### src/rtl/spi_port_pkg.sv
// Shared types for the SPI port: frame settings captured while idle.
package spi_port_pkg;
    localparam int BAUD_W = 3;

    // Settings frozen for the duration of a frame.
    typedef struct packed {
        logic              master;
        logic              lsb_first;
        logic [BAUD_W-1:0] baud;
    } frame_cfg_t;
endpackage

### src/rtl/spi_baud_gen.sv
// Half-period tick generator. Emits a one-cycle tick every 2^code clocks
// while run is high; the counter restarts whenever run is low.
// Assumes code is held stable while run is high.
module spi_baud_gen #(
    parameter int BAUD_W = 3
) (
    input  logic              clk,
    input  logic              rst_n,
    input  logic              run,
    input  logic [BAUD_W-1:0] code,
    output logic              tick
);
    localparam int MAX_LOG = (1 << BAUD_W) - 1;
    localparam int CNT_W   = MAX_LOG + 1;

    logic [CNT_W-1:0] cnt;
    logic [CNT_W-1:0] limit;

    assign limit = (CNT_W'(1) << code) - CNT_W'(1);
    assign tick  = run && (cnt == limit);

    // Count clocks within the current half period.
    always_ff @(posedge clk) begin
        if (!rst_n)
            cnt <= '0;
        else if (!run || tick)
            cnt <= '0;
        else
            cnt <= cnt + CNT_W'(1);
    end

    AST_CNT_IN_RANGE: assert property (@(posedge clk) disable iff (!rst_n)
        run |-> (cnt <= limit)) else $error("half-period counter overran");
endmodule

### src/rtl/spi_in_sync.sv
// Multi-stage synchronizer for a group of asynchronous inputs.
// Assumes each bit is sampled independently; skew between bits is
// tolerated because the consumer waits several clocks per phase.
module spi_in_sync #(
    parameter int         W       = 3,
    parameter int         STAGES  = 2,
    parameter logic [W-1:0] RST_VAL = '0
) (
    input  logic         clk,
    input  logic         rst_n,
    input  logic [W-1:0] d,
    output logic [W-1:0] q
);
    logic [W-1:0] stage [STAGES];

    // First stage captures the raw pins.
    always_ff @(posedge clk) begin
        if (!rst_n) stage[0] <= RST_VAL;
        else        stage[0] <= d;
    end

    for (genvar s = 1; s < STAGES; s++) begin : g_stage
        // Each further stage re-registers the previous one.
        always_ff @(posedge clk) begin
            if (!rst_n) stage[s] <= RST_VAL;
            else        stage[s] <= stage[s-1];
        end
    end

    assign q = stage[STAGES-1];
endmodule

### src/rtl/spi_frame_engine.sv
// Shift datapath shared by both roles: a transmit shifter, a receive
// shifter and a bit counter. The caller supplies sample and shift strobes
// (never both in one cycle), a load strobe and a counter clear.
module spi_frame_engine #(
    parameter int FRAME_W = 8,
    localparam int CW     = $clog2(FRAME_W + 1)
) (
    input  logic               clk,
    input  logic               rst_n,
    input  logic               lsb_first,
    input  logic               clear,
    input  logic               load,
    input  logic [FRAME_W-1:0] load_data,
    input  logic               sample,
    input  logic               shift,
    input  logic               in_bit,
    output logic               out_bit,
    output logic [FRAME_W-1:0] rx_word,
    output logic [CW-1:0]      bit_count
);
    logic [FRAME_W-1:0] tx_sh;
    logic [FRAME_W-1:0] rx_sh;

    assign out_bit = lsb_first ? tx_sh[0] : tx_sh[FRAME_W-1];
    assign rx_word = rx_sh;

    // Transmit shifter: load wins over shift.
    always_ff @(posedge clk) begin
        if (!rst_n)
            tx_sh <= '0;
        else if (load)
            tx_sh <= load_data;
        else if (shift)
            tx_sh <= lsb_first ? (tx_sh >> 1) : (tx_sh << 1);
    end

    // Receive shifter: new bit enters at the end opposite to the first bit.
    always_ff @(posedge clk) begin
        if (!rst_n)
            rx_sh <= '0;
        else if (sample)
            rx_sh <= lsb_first ? {in_bit, rx_sh[FRAME_W-1:1]}
                               : {rx_sh[FRAME_W-2:0], in_bit};
    end

    // Bit counter: counts sampled bits, cleared by the caller.
    always_ff @(posedge clk) begin
        if (!rst_n)
            bit_count <= '0;
        else if (clear)
            bit_count <= '0;
        else if (sample)
            bit_count <= bit_count + CW'(1);
    end

    AST_COUNT_LIMIT: assert property (@(posedge clk) disable iff (!rst_n)
        bit_count <= CW'(FRAME_W)) else $error("bit count past frame");
    AST_EDGE_EXCLUSIVE: assert property (@(posedge clk) disable iff (!rst_n)
        !(sample && shift)) else $error("sample and shift together");
endmodule

### src/rtl/spi_port.sv
// SPI port, master or slave, clock mode 0, fixed-size frames.
// Master: divides clk for SCK, starts a frame on tx_write when idle.
// Slave: follows synchronized sck_in while the effective select is low.
// Assumes slave SCK phases last at least four clk cycles.
module spi_port
    import spi_port_pkg::*;
#(
    parameter int FRAME_W = 8
) (
    input  logic               clk,
    input  logic               rst_n,
    input  logic               cfg_en,
    input  logic               cfg_master,
    input  logic [BAUD_W-1:0]  cfg_baud,
    input  logic               cfg_lsb_first,
    input  logic               cfg_sw_sel,
    input  logic               cfg_sw_sel_val,
    input  logic               cfg_rx_only,
    input  logic [FRAME_W-1:0] tx_data,
    input  logic               tx_write,
    input  logic               rx_read,
    output logic [FRAME_W-1:0] rx_data,
    output logic               rx_ready,
    output logic               busy,
    output logic               sck_out,
    input  logic               sck_in,
    input  logic               sel_n_in,
    output logic               ser_out,
    output logic               ser_out_en,
    input  logic               ser_in
);
    localparam int CW = $clog2(FRAME_W + 1);

    frame_cfg_t         fcfg;
    logic [FRAME_W-1:0] tx_buf;
    logic [FRAME_W-1:0] rx_word;
    logic [CW-1:0]      bit_count;
    logic [2:0]         sync_q;
    logic               sck_s, sel_s, din_s, sck_prev;
    logic               m_run, sck_r, tick;
    logic               m_start, m_sample, m_fall, m_done, m_shift;
    logic               s_active, s_sample, s_shift, s_done;
    logic               sel_eff_n, frame_full, out_bit;
    logic               eng_clear, eng_load, eng_sample, eng_shift, eng_in;

    // Slave-side pins into the clk domain; select resets inactive.
    spi_in_sync #(.W(3), .STAGES(2), .RST_VAL(3'b010)) u_sync (
        .clk(clk), .rst_n(rst_n),
        .d({ser_in, sel_n_in, sck_in}), .q(sync_q)
    );
    assign sck_s = sync_q[0];
    assign sel_s = sync_q[1];
    assign din_s = sync_q[2];

    // Previous synchronized SCK for edge detection.
    always_ff @(posedge clk) begin
        if (!rst_n) sck_prev <= 1'b0;
        else        sck_prev <= sck_s;
    end

    assign busy       = m_run || (bit_count != '0);
    assign frame_full = (bit_count == CW'(FRAME_W));

    // Capture frame settings only while idle.
    always_ff @(posedge clk) begin
        if (!rst_n)
            fcfg <= '0;
        else if (!busy)
            fcfg <= '{master: cfg_master, lsb_first: cfg_lsb_first, baud: cfg_baud};
    end

    // ---------------- master side ----------------
    assign m_start = cfg_en && cfg_master && tx_write && !busy;

    spi_baud_gen #(.BAUD_W(BAUD_W)) u_baud (
        .clk(clk), .rst_n(rst_n), .run(m_run), .code(fcfg.baud), .tick(tick)
    );

    assign m_sample = m_run && tick && !sck_r;
    assign m_fall   = m_run && tick && sck_r;
    assign m_done   = m_fall && frame_full;
    assign m_shift  = m_fall && !frame_full;

    // Master frame state and SCK level.
    always_ff @(posedge clk) begin
        if (!rst_n || !cfg_en) begin
            m_run <= 1'b0;
            sck_r <= 1'b0;
        end else if (m_start) begin
            m_run <= 1'b1;
            sck_r <= 1'b0;
        end else if (m_run && tick) begin
            sck_r <= !sck_r;
            if (sck_r && frame_full)
                m_run <= 1'b0;
        end
    end

    assign sck_out = sck_r;

    // ---------------- slave side ----------------
    assign sel_eff_n = cfg_sw_sel ? cfg_sw_sel_val : sel_s;
    assign s_active  = cfg_en && !fcfg.master && !sel_eff_n;
    assign s_sample  = s_active && sck_s && !sck_prev;
    assign s_shift   = s_active && !sck_s && sck_prev;
    assign s_done    = cfg_en && !fcfg.master && frame_full;

    // Transmit holding byte; ignored while a master frame runs.
    always_ff @(posedge clk) begin
        if (!rst_n)
            tx_buf <= '0;
        else if (tx_write && !m_run)
            tx_buf <= tx_data;
    end

    // ---------------- shared datapath ----------------
    assign eng_clear  = !cfg_en || m_done || s_done || (!fcfg.master && !s_active);
    assign eng_load   = m_start || (!fcfg.master && (bit_count == '0) && !s_sample);
    assign eng_sample = m_sample || s_sample;
    assign eng_shift  = m_shift || s_shift;
    assign eng_in     = fcfg.master ? ser_in : din_s;

    spi_frame_engine #(.FRAME_W(FRAME_W)) u_engine (
        .clk(clk), .rst_n(rst_n),
        .lsb_first(fcfg.lsb_first),
        .clear(eng_clear), .load(eng_load),
        .load_data(m_start ? tx_data : tx_buf),
        .sample(eng_sample), .shift(eng_shift), .in_bit(eng_in),
        .out_bit(out_bit), .rx_word(rx_word), .bit_count(bit_count)
    );

    // Receive register and ready flag; a new frame wins over a read.
    always_ff @(posedge clk) begin
        if (!rst_n) begin
            rx_data  <= '0;
            rx_ready <= 1'b0;
        end else if (m_done || s_done) begin
            rx_data  <= rx_word;
            rx_ready <= 1'b1;
        end else if (rx_read) begin
            rx_ready <= 1'b0;
        end
    end

    assign ser_out_en = cfg_en && !cfg_rx_only && (fcfg.master || s_active);
    assign ser_out    = ser_out_en && out_bit;

    AST_SCK_IDLE_LOW: assert property (@(posedge clk) disable iff (!rst_n)
        !m_run |-> !sck_out) else $error("SCK high while idle");
    AST_READY_AFTER_BUSY: assert property (@(posedge clk) disable iff (!rst_n)
        $rose(rx_ready) |-> $past(busy)) else $error("ready without frame");
    AST_CFG_FROZEN: assert property (@(posedge clk) disable iff (!rst_n)
        (busy && $past(busy)) |-> $stable(fcfg)) else $error("settings moved mid-frame");
    AST_OFF_QUIET: assert property (@(posedge clk) disable iff (!rst_n)
        !cfg_en |=> (!busy && !sck_out)) else $error("active while disabled");
endmodule

### config.mk
export PLATFORM = sky130hd
export DESIGN_NAME = spi_port
export DESIGN_NICKNAME = d
export VERILOG_FILES = /design/src/rtl/spi_port_pkg.sv /design/src/rtl/spi_baud_gen.sv /design/src/rtl/spi_in_sync.sv /design/src/rtl/spi_frame_engine.sv /design/src/rtl/spi_port.sv
export SDC_FILE = /design/constraint.sdc
export NUM_CORES = 1
export LEC_CHECK = 0
export BUFFER_PORTS_ARGS = -buffer_cell sky130_fd_sc_hd__buf_2
export CORE_UTILIZATION = 50
export DETAILED_ROUTE_END_ITERATION = 16
export PLACE_DENSITY_LB_ADDON = 0.25
export SETUP_SLACK_MARGIN = 0.15
export SYNTH_ARGS = -nofsm -noshare
export SYNTH_HDL_FRONTEND = slang
export SYNTH_SLANG_ARGS = --single-unit
export TNS_END_PERCENT = 20
### constraint.sdc
create_clock -name clk -period 4.09 [get_ports clk]
set_input_delay 0.409 -clock clk [delete_from_list [all_inputs] [get_ports clk]]
set_output_delay 0.409 -clock clk [all_outputs]
set_load 0.05 [all_outputs]
==> results of run 1 <==
[registers in the layout, summed over array words and instances, names as in the netlist]
register            cells
m_run                   1
u_engine.tx_sh          8
rx_data                 8
sck_prev                1
u_engine.rx_word        8
u_baud.cnt              8
fcfg                    5
u_sync.stage            6
rx_ready                1
u_engine.bit_count      4
tx_buf                  8
sck_out                 1
[cells in the final DEF, fill, tap and decap left out, types with 2 or more instances in the layout]
cell | Yosys | final
a21boi_0 | 8 | 8
o21ai_0 | 3 | 3
o21a_1 | 2 | 2
nor2b_1 | 27 | 27
buf_4 | 0 | 4
nor3b_1 | 2 | 2
nand4_1 | 2 | 2
o211a_1 | 8 | 8
and2_1 | 5 | 5
or3_1 | 3 | 3
nand3b_1 | 3 | 3
o22a_1 | 2 | 2
nand2b_1 | 5 | 5
nor2_1 | 15 | 15
clkbuf_1 | 12 | 2
a211oi_1 | 3 | 3
inv_1 | 8 | 8
bufinv_16 | 0 | 2
clkbuf_8 | 0 | 10
nand3_1 | 6 | 6
ha_1 | 3 | 3
o211ai_1 | 2 | 2
nand2_1 | 33 | 33
buf_2 | 5 | 36
a21oi_1 | 7 | 7
xnor2_1 | 6 | 6
mux2i_1 | 50 | 50
dfxtp_1 | 59 | 59
xor2_1 | 3 | 3
[power by group through the flow]
stage	combinational [µW]	sequential (µW)	clock [µW]
after floorplan	92.5	613	0
after global placement	114	620	0
after detailed placement	118	621	0
after CTS	118	608	603
after global routing	130	611	626
final	117	609	588
[cell families (layout without fill, tap and decap cells)]
family,count (synthesis),count (layout),synth area share
muxes,51,51,0.1799
buffers and inverters,26,64,0.03573
and+or+nand+nor,110,110,0.2036
DFF,59,59,0.4064
xor gates and xnor gates,9,9,0.02712
AOI/OAI and AO/OA,48,48,0.1343
adders and majority gates,3,3,0.01292
[critical path: stages, from the launching register on]
cell      delay [ns]
dfxtp_1         0.39
nand2b_1        0.23
a211oi_1        0.42
nor2_1          0.10
nor3b_1         0.28
nor2b_1         0.16
buf_2           0.26
[routing by layer]
layer	routed length [µm]	share of wire	up-vias	GRT usage
li1	-	-	1127	-
met1	2607	0.45	1057	0.2529
met2	2724	0.47	55	0.3465
met3	315	0.055	10	0.06977
met4	89	0.016	0	0.06667
met5	0	0	-	0
[stage by stage]
step,std cells,hold WS [ns],utilization,worst slack (ns)
2_1_floorplan,306,0.3863,-,0.6524
3_3_place_gp,400,0.4025,0.5664,1.765
6_report,416,0.2638,0.6059,1.498
4_1_cts,416,0.2570,0.6059,1.491
3_5_place_dp,400,0.3958,0.5664,1.696
5_1_grt,416,0.2619,0.6059,1.321
[how the worst max path moves through the flow]
stage,startpoint,to,slack (ns),cells after the start
CTS,fcfg[4]$_SDFFE_PN0N_,ser_out,1.49,6
global route,fcfg[4]$_SDFFE_PN0N_,ser_out,1.32,6
global placement,fcfg[1]$_SDFFE_PN0N_,u_engine.tx_sh[7]$_SDFFE_PN0P_,1.76,6
detailed placement,fcfg[1]$_SDFFE_PN0N_,u_engine.tx_sh[7]$_SDFFE_PN0P_,1.70,6
finish,fcfg[4]$_SDFFE_PN0N_,ser_out,1.50,6
floorplan,fcfg[4]$_SDFFE_PN0N_,ser_out,0.65,6
[final cells by class]
cell class	count	area, µm²
multi-input cells	221	1627
well taps	72	90.09
inverters	8	30.03
clock buffers	12	145.1
fillers	499	2183
flip-flops and latches	59	1181
repair buffers	40	210.2
clock inverters	4	73.82
[cells in the mapped netlist (all sizes together), types with 2 or more instances]
library cell / count / area (µm²)
a21boi: 8 / 60.06
xor2: 3 / 26.28
nor3b: 2 / 15.01
mux2i: 51 / 523.0
or3: 3 / 18.77
nor2b: 27 / 168.9
a21oi: 8 / 43.79
nand3b: 3 / 22.52
clkbuf: 12 / 45.04
o21ai: 5 / 28.77
nand4: 3 / 33.78
nor3: 2 / 10.01
nand2b: 5 / 31.28
o211ai: 2 / 15.01
a211oi: 4 / 35.03
o21a: 2 / 15.01
o31ai: 2 / 28.78
dfxtp: 59 / 1181
ha: 3 / 37.54
o22a: 2 / 17.52
o211a: 8 / 80.08
xnor2: 6 / 52.55
buf: 6 / 28.77
nand2: 33 / 123.9
inv: 8 / 30.03
nand3: 6 / 30.03
and2: 5 / 31.28
a2111oi: 2 / 25.02
nor2: 15 / 56.30
==> impl_metrics.csv, run 1 <==
group,metric,value,unit
outcome,outcome,"completed",
clock_tree,clkSlewWorstSetupHoldPaths,0.06,ns
cells_and_area,syn_to_final_growth,15.50,%
clock_tree,clock_tree.buffer_depth,2,
drt,drcViolationCount,0,
floorplanning,core-area,5540,µm²
timing,tightest_slew,0.7141,ns
min_path,whs_endpoint,"u_sync.stage[0][1]$_SDFF_PN1_",
drt,ant_nets,0,
floorplanning,num_rows,27,
clock_tree,cts_hold_buf,0,
clock_tree,cts_sinks,59,
logic_synthesis,synth_cell_types,49,
floorplanning,die_height,78.25,µm
cells_and_area,nets,366,
timing,fin_crit_sh,0.6337,
drt,drt_iter0_drc,95,
pwr,leakagePower,0.001394,µW
pwr,power_density,391.4,nW/µm²
clock_tree,cts_htree_levels,3,
min_path,hp-class,"primary input to flop",
placed_design,hpwl,4018,µm
clock_tree,post_cts_resized,0,
floorplanning,die_area,6122,µm²
critical_path,reg2reg_from,"fcfg[1]$_SDFFE_PN0N_",
pwr,p_int,1008,µW
critical_path,critPathLaunchType,"flop",
grt,grt_first_pass_wirelength,9949,µm
floorplanning,initial_core_util,0.5246,
drt,wl,5736,µm
cells_and_area,fin_area,3357,µm²
grt,grt_pass1_vias,2214,
drt,vias,2249,
pwr,peakVddDrop,303.6,µV
timing,setup_violations,0,
logic_synthesis,synth_edf_count,0,
critical_path,reg2reg_slack,1.71,ns
critical_path,path_max_fanout,7,
logic_synthesis,netlist_area,2907,µm²
critical_path,endpoint_kind,"output pin",
placed_design,placed_area,3138,µm²
pwr,power.total,1314,µW
critical_path,required,3.68,ns
clock_tree,cts_tree,"yes",
drt,vias_per_cell,5.406,
drt,wire_per_inst,13.79,µm
cells_and_area,n_antenna_cell,0,
critical_path,worst_r2r_path_depth,6,
critical_path,crit_type,"flop to output pin",
drt,drt_first_pass_iters,4,
min_path,holdPathStages,2,
pwr,comb_power_share,0.089,
floorplanning,io_pins,37,
timing,fmaxAchievable,0.3858,GHz
logic_synthesis,ys_warn_count,0,
logic_synthesis,ys_seq_area_frac,0.4064,
cells_and_area,drive_above_1_share,0.1860,
critical_path,cp.arrival,2.18,ns
grt,grt_overflow_total,0,
logic_synthesis,ys_ff_latch,59,
pwr,switching_power,305.9,µW
pwr,seqPwrFrac,0.463,
grt,antenna_found_initial,0,
timing,tns,0,ns
pwr,swShare,0.2329,
timing,rsz0062_at_grt,"no",
logic_synthesis,synth_cells,306,
timing,hold_viol_final,0,
floorplanning,die_x,78.25,µm
clock_tree,cts-root-buf,"clkbuf_8",
logic_synthesis,async_flop_share,0,
pwr,pwr-share-clk,0.448,
timing,max_slew_margin,0.5239,
clock_tree,post-cts-setup-buffers,0,
timing,final_max_slew_viol_count,0,
timing,finClkSkew,0.008604,ns
timing,min_period,2.592,ns
placed_design,port_buffers,36,
flow_run,max-cap-violations,0,
logic_synthesis,avgSynthCellArea,9.498,µm²
logic_synthesis,yosys_most_used_dff,"dfxtp_1",
clock_tree,numCtsBuffers,9,
critical_path,reg2reg_to,"u_engine.tx_sh[0]$_SDFFE_PN0P_",
grt,grt_max_degree,48,
grt,grt_usage,0.2085,
logic_synthesis,syn-num-nets,333,
clock_tree,worst_skew_pair.late_latency,0.34,ns
min_path,worstHoldStart,"sel_n_in",
placed_design,place.gp.congestion,0.7539,
Note: power is estimated with default switching activity, not from simulation.
==> run 2: changes to the inputs <==
Settings changed: ABC_AREA from default to 1.
Clock period 4.09 ns to 2.6 ns, I/O delays scaled along.
==> run 2 against run 1 <==
  * Clock power rose by 79%
  * Area after synthesis rose by 11%
  * Clock skew grew 0.0028 ns
  * Cell count increased by 33%
  * Register-to-register slack got worse by 1.1 ns
  * Core utilization is 0.58 points lower
  * Largest power group is now the clock network
==> impl_metrics.csv, run 2 <==
group,metric,value,unit
grt,grt_usage,0.2184,
cells_and_area,multi_input_comb_area,1674,µm²
logic_synthesis,ys_ff_latch,59,
placed_design,dp_cells,539,
grt,grt_first_pass_wirelength,11140,µm
logic_synthesis,yosysMostFrequentCell,"nand2_1",
timing,min_period,2.031,ns
drt,ant_nets,0,
clock_tree,worst_skew_pair.late_latency,0.34,ns
clock_tree,cts_hold_buf,0,
cells_and_area,syn_to_final_growth,12.63,%
drt,drt_first_pass_iters,4,
logic_synthesis,synth_cell_types,34,
drt,wl,6677,µm
logic_synthesis,synth.largest_area_cell,"dfxtp_1",
clock_tree,numCtsBuffers,9,
clock_tree,cts_tree,"yes",
timing,fmaxAchievable,0.4925,GHz
timing,setup_slack,0.5693,ns
critical_path,critPathLaunchType,"flop",
placed_design,hpwl,4664,µm
timing,finClkSkew,0.01136,ns
floorplanning,die_x,82.37,µm
critical_path,reg2reg_slack,0.57,ns
floorplanning,die_height,82.37,µm
floorplanning,num_rows,28,
logic_synthesis,synth_cells,444,
pwr,power.total,2247,µW
cells_and_area,fin_area,3637,µm²
cells_and_area,n_antenna_cell,0,
critical_path,cp.arrival,2.27,ns
critical_path,required,2.84,ns
drt,drt_iter0_drc,123,
logic_synthesis,yosys-top-cells-area,"dfxtp_1 37%, nand2_1 10%, inv_1 6.5%",
grt,grt_pass1_vias,2530,
timing,rsz0062_at_grt,"no",
outcome,outcome,"completed",
cells_and_area,nets,502,
critical_path,endpoint_kind,"flop",
logic_synthesis,yosysTopAreaCellShare,0.3657,
floorplanning,initial_core_util,0.5328,
placed_design,port_buffers,36,
critical_path,crit_type,"flop to flop",
drt,vias,2792,
clock_tree,cts_htree_levels,3,
timing,hold_viol_final,0,
critical_path,path_max_fanout,17,
min_path,hp-class,"primary input to flop",
clock_tree,cts_sinks,59,
clock_tree,post_cts_resized,0,
placed_design,placed_area,3388,µm²
clock_tree,cts-root-buf,"clkbuf_8",
clock_tree,clock_tree.buffer_depth,2,
placed_design,post-place-ws,0.5457,ns
cells_and_area,seq_area,1181,µm²
logic_synthesis,netlist_area,3229,µm²
cells_and_area,drive_above_1_share,0.2317,
drt,vias_per_cell,5.040,
logic_synthesis,ys_seq_area_frac,0.3657,
grt,grt_max_degree,26,
logic_synthesis,ys_warn_count,0,
floorplanning,die_area,6784,µm²
placed_design,place.gp.congestion,0.8367,
cells_and_area,fillerInstances,577,
timing,max_slew_margin,0.4789,
grt,antenna_found_initial,0,
logic_synthesis,synth_edf_count,0,
clock_tree,post-cts-setup-buffers,0,
logic_synthesis,async_flop_share,0,
drt,drcViolationCount,0,
timing,setup_violations,0,
timing,final_max_slew_viol_count,0,
pwr,peakVddDrop,392.3,µV
timing,tns,0,ns
clock_tree,clkSlewWorstSetupHoldPaths,0.07,ns
cells_and_area,mostFrequentLayoutCell,"nand2_1",
pwr,leakagePower,0.001638,µW
cells_and_area,final_cell_mix,"88 x nand2_1, 59 x dfxtp_1, 56 x inv_1",
logic_synthesis,yosys_most_used_dff,"dfxtp_1",
cells_and_area,fin_cells,554,
logic_synthesis,syn-num-nets,471,
floorplanning,io_pins,37,
timing,fin_crit_sh,0.7810,
logic_synthesis,synth_commonest_cells,"88 x nand2_1, 59 x dfxtp_1, 56 x inv_1",
drt,wire_per_inst,12.05,µm
logic_synthesis,avgSynthCellArea,7.273,µm²
floorplanning,core-area,6061,µm²
pwr,power_density,617.8,nW/µm²
timing,tightest_slew,0.7798,ns
grt,grt_overflow_total,0,
flow_run,max-cap-violations,0,
-- run 2: cell types whose count changed in the layout (fill, tap and decap cells not counted), moves of 11 or more --
cell,delta
a21oi_1,+13
a21oi_2,+15
inv_1,+48
mux2i_1,-49
nand2_1,+55
nand2_2,+13
nand3_1,+22
nor2_1,+35
nor2b_1,-27
o21ai_0,+27
o21ai_1,+11
-- run 2: final timing paths --
check,start,to,depth (start not counted)
min reg2reg,u_sync.stage[0][1]$_SDFF_PN1_,u_sync.stage[1][1]$_SDFF_PN1_,1
max,m_run$_SDFFE_PP0P_,u_engine.tx_sh[1]$_SDFFE_PN0P_,9
max reg2reg,m_run$_SDFFE_PP0P_,u_engine.tx_sh[1]$_SDFFE_PN0P_,9
min,sck_in,u_sync.stage[0][0]$_SDFF_PN0_,3
-- run 2: final cells by class --
type / count / share of cell area
Inverter: 61 / 0.06295
Clock inverter: 4 / 0.02683
Multi-Input combinational cell: 304 / 0.4603
Timing Repair Buffer: 40 / 0.05779
Clock buffer: 11 / 0.04162
Tap cell: 75 / 0.02580
Sequential cell: 59 / 0.3247
-- run 2: kinds of logic after synthesis --
logic type / Yosys count / synth area share
AOI/OAI and AO/OA: 84 / 0.1534
xor gates and xnor gates: 8 / 0.02170
adders and majority gates: 3 / 0.01162
buffers and inverters: 81 / 0.1178
DFF: 59 / 0.3657
muxes: 1 / 0.003100
and+or+nand+nor: 208 / 0.3266
-- run 2: per-layer routing --
layer	up-vias	share of wire	global-route usage
li1	1464	-	-
met1	1262	0.48	0.2606
met2	55	0.47	0.3636
met3	11	0.042	0.06484
met4	0	0.013	0.09123
met5	-	0	0
-- run 2: report_power, final --
| part | internal [µW] | switching [µW] |
|---|---|---|
| registers | 938 | 27.9 |
| logic | 86.5 | 143 |
| clock network | 684 | 367 |
-- run 2: critical path, stage by stage, from the launching register on --
cell,delay (ns)
dfxtp_1,0.56
inv_1,0.14
nand4_2,0.15
nor2_4,0.09
inv_2,0.11
nand2_4,0.14
nor2_4,0.43
nand3_1,0.17
nand2_1,0.08
nor2_1,0.04
-- run 2: through the flow --
stage	utilization	hold slack [ns]
finish	0.6001	0.1058
global route	0.6001	0.08031
CTS	0.6001	0.09938
detailed placement	0.5590	0.4040
global placement	0.5590	0.3949
floorplan	-	0.3535
